**config.mk**
```make
export PLATFORM = sky130hd
export DESIGN_NAME = raster_sync_gen
export DESIGN_NICKNAME = d
export VERILOG_FILES = /design/src/rtl/rsg_pkg.sv /design/src/rtl/rsg_edge_reload.sv /design/src/rtl/rsg_timebase.sv /design/src/rtl/rsg_port_decode.sv /design/src/rtl/raster_sync_gen.sv
export SDC_FILE = /design/constraint.sdc
export NUM_CORES = 1
export LEC_CHECK = 0
export BUFFER_PORTS_ARGS = -buffer_cell sky130_fd_sc_hd__buf_2
export CORE_AREA = 2 2 94 96
export DETAILED_ROUTE_END_ITERATION = 10
export DIE_AREA = 0 0 96 98
export PLACE_DENSITY = 0.65
export SYNTH_ARGS = -nofsm -noshare
export SYNTH_HDL_FRONTEND = slang
export SYNTH_HIERARCHICAL = 1
export SYNTH_SLANG_ARGS = --single-unit
```
**constraint.sdc**
```tcl
create_clock -name clk -period 3.5 [get_ports clk]
set_clock_uncertainty 0.15 [all_clocks]
set_input_delay 0.35 -clock clk [delete_from_list [all_inputs] [get_ports clk]]
set_output_delay 0.35 -clock clk [all_outputs]
set_load 0.1 [all_outputs]
```
**src/rtl/rsg_pkg.sv**
```systemverilog
package rsg_pkg;
  typedef enum logic [1:0] {
    PA_VS_HALF  = 2'd0,
    PA_VS_FULL  = 2'd1,
    PA_FIELD    = 2'd2,
    PA_SEQ      = 2'd3
  } pa_sel_e;
endpackage

```
**src/rtl/rsg_edge_reload.sv**
```systemverilog
// Detects an active edge on a raster input and fires a reload strobe a
// programmable number of enables later (immediately for a delay of zero).
module rsg_edge_reload #(
  parameter int DLY_W = 8
) (
  input  logic             clk,
  input  logic             rst_n,
  input  logic             en,
  input  logic             act,
  input  logic             pin,
  input  logic             inv,
  input  logic [DLY_W-1:0] delay,
  output logic             fire
);
  logic             lvl, prev_q, busy_q, edge_seen;
  logic [DLY_W-1:0] cnt_q;

  assign lvl       = pin ^ inv;
  assign edge_seen = act && lvl && !prev_q;
  assign fire      = en && act &&
                     ((edge_seen && delay == '0) ||
                      (!edge_seen && busy_q && cnt_q == DLY_W'(1)));

  always_ff @(posedge clk) begin
    if (!rst_n) begin
      prev_q <= 1'b0;
      busy_q <= 1'b0;
      cnt_q  <= '0;
    end else if (en) begin
      prev_q <= lvl;
      if (edge_seen) begin
        busy_q <= (delay != '0);
        cnt_q  <= delay;
      end else if (busy_q) begin
        cnt_q <= cnt_q - DLY_W'(1);
        if (cnt_q == DLY_W'(1)) busy_q <= 1'b0;
      end
    end
  end
endmodule

```
**src/rtl/rsg_timebase.sv**
```systemverilog
// Sample and line counters with frame parity; reloads override the step.
module rsg_timebase #(
  parameter int LINE_LEN    = 864,
  parameter int FRAME_LINES = 625,
  localparam int HW = $clog2(LINE_LEN),
  localparam int LW = $clog2(FRAME_LINES)
) (
  input  logic          clk,
  input  logic          rst_n,
  input  logic          en,
  input  logic          reload_h,
  input  logic          reload_l,
  output logic [HW-1:0] h_q,
  output logic [LW-1:0] l_q,
  output logic          fpar_q
);
  localparam logic [HW-1:0] H_LAST = HW'(LINE_LEN - 1);
  localparam logic [LW-1:0] L_LAST = LW'(FRAME_LINES - 1);

  logic h_wrap;
  assign h_wrap = (h_q == H_LAST) && !reload_h;

  always_ff @(posedge clk) begin
    if (!rst_n) begin
      h_q    <= '0;
      l_q    <= '0;
      fpar_q <= 1'b0;
    end else if (en) begin
      if (reload_h || h_q == H_LAST) h_q <= '0;
      else                           h_q <= h_q + HW'(1);

      if (reload_l) begin
        l_q <= '0;
      end else if (h_wrap) begin
        if (l_q == L_LAST) begin
          l_q    <= '0;
          fpar_q <= ~fpar_q;
        end else begin
          l_q <= l_q + LW'(1);
        end
      end
    end
  end
endmodule

```
**src/rtl/rsg_port_decode.sv**
```systemverilog
// Decodes the port A vertical-type signal and the port B horizontal pulse.
module rsg_port_decode
  import rsg_pkg::*;
#(
  parameter int LINE_LEN    = 864,
  parameter int FRAME_LINES = 625,
  parameter int VS_LINES    = 3,
  localparam int HW = $clog2(LINE_LEN),
  localparam int LW = $clog2(FRAME_LINES)
) (
  input  logic [HW-1:0] h,
  input  logic [LW-1:0] l,
  input  logic          fpar,
  input  logic [1:0]    vmode,
  input  logic          inv_a,
  input  logic          inv_b,
  input  logic [HW-1:0] hs_start,
  input  logic [HW-1:0] hs_end,
  output logic          pa_val,
  output logic          pb_val
);
  localparam int FLD2 = (FRAME_LINES + 1) / 2;
  localparam int HALF = LINE_LEN / 2;

  function automatic logic at_or_after(int ln, int hp, int ref_l, int ref_h);
    return (ln > ref_l) || (ln == ref_l && hp >= ref_h);
  endfunction

  logic act_a, act_b;

  always_comb begin
    int li, hi, rel;
    logic first_field;
    li          = int'(l);
    hi          = int'(h);
    first_field = (li < FLD2);
    rel         = first_field ? li : li - FLD2;
    unique case (pa_sel_e'(vmode))
      PA_VS_HALF: act_a = at_or_after(rel, hi, 2, HALF) &&
                          !at_or_after(rel, hi, 2 + VS_LINES, HALF);
      PA_VS_FULL: act_a = at_or_after(rel, hi, 3, 0) &&
                          !at_or_after(rel, hi, 3 + VS_LINES, 0);
      PA_FIELD:   act_a = first_field;
      default:    act_a = first_field && !fpar;
    endcase

    if (hs_start < hs_end)      act_b = (h >= hs_start) && (h < hs_end);
    else if (hs_start > hs_end) act_b = (h >= hs_start) || (h < hs_end);
    else                        act_b = 1'b0;
  end

  assign pa_val = act_a ^ inv_a;
  assign pb_val = act_b ^ inv_b;
endmodule

```
**src/rtl/raster_sync_gen.sv**
```systemverilog
module raster_sync_gen #(
  parameter int LINE_LEN    = 864,
  parameter int FRAME_LINES = 625,
  parameter int VS_LINES    = 3,
  parameter int DLY_W       = 8,
  localparam int HW = $clog2(LINE_LEN),
  localparam int LW = $clog2(FRAME_LINES)
) (
  input  logic             clk,
  input  logic             rst_n,
  input  logic             pix_en,
  input  logic             cfg_master,
  input  logic [1:0]       cfg_vmode,
  input  logic             cfg_pa_inv,
  input  logic             cfg_pb_inv,
  input  logic             cfg_h_from_pb,
  input  logic [HW-1:0]    cfg_hs_start,
  input  logic [HW-1:0]    cfg_hs_end,
  input  logic [DLY_W-1:0] cfg_sync_delay,
  input  logic             pa_in,
  output logic             pa_out,
  output logic             pa_oe,
  input  logic             pb_in,
  output logic             pb_out,
  output logic             pb_oe,
  output logic [HW-1:0]    h_pos,
  output logic [LW-1:0]    line_pos
);
  logic fire_a, fire_b, fpar;
  logic slave_a, slave_b;

  assign slave_a = !cfg_master;
  assign slave_b = !cfg_master && cfg_h_from_pb;

  rsg_edge_reload #(.DLY_W(DLY_W)) u_rel_a (
    .clk(clk), .rst_n(rst_n), .en(pix_en), .act(slave_a),
    .pin(pa_in), .inv(cfg_pa_inv), .delay(cfg_sync_delay), .fire(fire_a)
  );

  rsg_edge_reload #(.DLY_W(DLY_W)) u_rel_b (
    .clk(clk), .rst_n(rst_n), .en(pix_en), .act(slave_b),
    .pin(pb_in), .inv(cfg_pb_inv), .delay(cfg_sync_delay), .fire(fire_b)
  );

  rsg_timebase #(.LINE_LEN(LINE_LEN), .FRAME_LINES(FRAME_LINES)) u_tb (
    .clk(clk), .rst_n(rst_n), .en(pix_en),
    .reload_h(cfg_h_from_pb ? fire_b : fire_a),
    .reload_l(fire_a),
    .h_q(h_pos), .l_q(line_pos), .fpar_q(fpar)
  );

  rsg_port_decode #(.LINE_LEN(LINE_LEN), .FRAME_LINES(FRAME_LINES),
                    .VS_LINES(VS_LINES)) u_dec (
    .h(h_pos), .l(line_pos), .fpar(fpar), .vmode(cfg_vmode),
    .inv_a(cfg_pa_inv), .inv_b(cfg_pb_inv),
    .hs_start(cfg_hs_start), .hs_end(cfg_hs_end),
    .pa_val(pa_out), .pb_val(pb_out)
  );

  assign pa_oe = cfg_master;
  assign pb_oe = cfg_master || !cfg_h_from_pb;
endmodule

```
==> key figures <==
Detailed routing
  • DRC: 0
  • Antenna Nets Post-Route: 0
  • Routed wire per std cell: 14.75 um
  • Vias per inst: ~5.8
  • DRT Pass-1 Iters: 5
  • Iteration-0 DRC Markers: roughly 140
  • DR vias: about 3600
  • Drt total wl: 9276 um

Yosys
  • Syn avg cell area: around 8.2 sq um
  • Distinct cells, synth: 73
  • Mapped Cells: 450
  • Syn Std Cell Area: between 0.003 and 0.004 sq mm
  • Synth area leaders: dfxtp_1 (22%), ha_1 (13%), inv_1 (4.6%)
  • Top FF cell, synth: dfxtp_1
  • Synth warn: 6
  • Largest area contributor in the netlist: dfxtp_1
  • Synth top area share: 0.2227
  • Seq/Total Area, Yosys: 0.2227
  • Seq cells post-synth: 41
  • Number of flops mapped to enable cells by yosys: 0
  • Synth Net Count: between 500 and 600
  • Ys async rst share: 0

Global route
  • GRT Resource Usage Total: 0.2005
  • Global-route wire length before repair: between 15000 and 20000 um
  • Antenna violations before repair: 0
  • Grt ovf: 0
  • Pin count of the biggest net entering global routing: 34
  • Number of global-route vias before repair: between 3000 and 4000

STA
  • Setup TNS: 0 ps
  • Relative slew slack: 0.5360
  • RSZ-0062 raised after global routing: no
  • Tmin final: 3298 ps
  • Final setup margin: about 200 ps
  • Hold_ws: 176.1 ps
  • Worst slew pin tran: roughly 690 ps
  • Max Fclk: 303.2 MHz
  • Final hold vios: 0
  • Final setup viols: 0
  • Fin crit share: 0.9423
  • Fin. max-slew vios: 0

Clocking
  • Root buf cell: clkbuf_8
  • Number of clock sinks seen by CTS: between 40 and 50
  • Hold_buf cts: 0
  • Setup Fix Bufs, Post-CTS: 0
  • CTS-repair resized insts: 0
  • Worst skew pair latency: 290 ps
  • CTS tree: built
  • H-tree depth: 2
  • Clock Tree Buf Depth: 2
  • Clock transition at the registers of the reported paths: 80 ps
  • Num CTS Buffers: 5

Placed design
  • Input/output buffers: 62
  • Post-Place Cells: 621
  • DP Area: approximately 0.0042 sq mm
  • Placer congestion estimate: between 0.8 and 0.9
  • Setup WS pre-CTS: around 310 ps
  • Hpwl dp: ~6900 um

Floorplan
  • Starting Density: 0.4354
  • I/O Pins: 63
  • Core Region: 0.008466 sq mm
  • Std-Cell Rows: 34
  • Die height: around 98 um
  • Die Wd: around 96 um
  • Die area: between 0.009 and 0.01 sq mm

Critical path
  • WP data required: around 3000 ps
  • Setup crit end kind: primary output
  • WP data arrival: about 2800 ps
  • Path depth of the worst reg2reg path: 9
  • Setup CP Type: flip-flop to primary output
  • CP startpoint kind: flip-flop
  • Critical path fanouts, max: 9

Layout
  • Non-filler instance count after layout: around 630
  • Most common cell after layout, fill and taps aside: buf_2
  • Total inserted antenna cells: 0
  • Most frequent cells in the layout: buf_2 (60), inv_1 (45), nand2_1 (37), ha_1 (37), nor2_1 (27)
  • Layout Nets: around 600
  • Fraction of layout cells with a size suffix above 1: 0.2476
  • Final instance area: ~0.0043 sq mm
  • Area Overhead vs Synth: 16.84%

Power
  • P per Cell Area: around 300 mW/mm^2
  • Peak VDD IR: roughly 0.18 mV
  • Leakage power: roughly 0.0019 uW

Hold path
  • Hold Path Class: primary input to flip-flop
  • Hold depth: 3

Run status
  • Status: finished, final reports clean

Job
  • MaxCap Viol Count: 0
==> report_power, final <==
group          switching (uW)  leakage (uW)  internal, uW
clock network             174     0.0000542           179
registers                30.4      0.000341           487
logic                     245       0.00155           158
total                     449       0.00195           823
==> cell usage after synthesis, drive strengths merged (9+ instances only) <==
library cell  instances
nand2b               11
nand3                13
nor3                 11
o21ai                19
a21o                  9
nand2                37
ha                   37
inv                  45
mux2i                11
a31oi                14
a21oi                22
dfxtp                41
nor2                 29
nor4                 10
==> layer usage <==
| layer | part of all wire | global-route usage | up-vias |
|---|---|---|---|
| met4 | 0.017 | 0.06264 | 0 |
| met1 | 0.48 | 0.2697 | 1676 |
| li1 | - | - | 1821 |
| met3 | 0.050 | 0.03318 | 22 |
| met2 | 0.46 | 0.3248 | 101 |
| met5 | 0 | 0 | - |
==> kinds of logic (layout without fill, tap and decap cells) <==
logic type / after synthesis / after routing / synth area share
AOI/OAI and AO/OA: 124 / 124 / 0.2332
xor gates and xnor gates: 14 / 14 / 0.03734
muxes: 12 / 12 / 0.03394
buffers and inverters: 55 / 126 / 0.07060
adders and majority gates: 37 / 37 / 0.1256
and+or+nand+nor: 167 / 167 / 0.2766
DFF: 41 / 41 / 0.2227
==> sequential cells by signal, summed over array words and instances, names as in the netlist <==
name	flops
u_rel_a/busy_q	1
u_rel_a/cnt_q	8
u_rel_a/prev_q	1
u_rel_b/busy_q	1
u_rel_b/cnt_q	8
u_rel_b/prev_q	1
u_tb/fpar_q	1
u_tb/h_q	10
u_tb/l_q	10
==> worst max-delay path: stages, from the launching register on <==
cell,delay [ps]
dfxtp_2,380
ha_1,320
a21o_1,180
a21o_1,170
a221oi_1,310
o21ai_0,180
a221oi_1,300
a21o_1,200
xor2_4,140
clkbuf_4,330
==> path summary, 6_finish.rpt <==
kind                                         from                to  slack, ps
worst min register to register   u_rel_b/cnt_q[7]  u_rel_b/cnt_q[7]        350
worst min-delay path            cfg_sync_delay[1]  u_rel_b/cnt_q[1]        180
worst max register to register     u_rel_a/prev_q       u_tb/l_q[6]        530
worst max-delay path                  u_tb/h_q[4]            pb_out        200
==> final cells by class <==
cell class,count,area (sq um)
multi-input cells,354,2650
fillers,827,4159
repair buffers,73,410.4
flip-flops and latches,41,840.8
inverters,45,168.9
clock buffers,7,96.34
clock inverters,1,5.005
well taps,108,135.1
==> per-stage QoR <==
stage / util / total power (uW)
after floorplan: - / 816.8
after global placement: 0.4956 / 917.6
after detailed placement: 0.4956 / 925.8
after CTS: 0.5075 / 1283
after global routing: 0.5087 / 1347
final: 0.5087 / 1272
(Power assumes the default switching activity.)
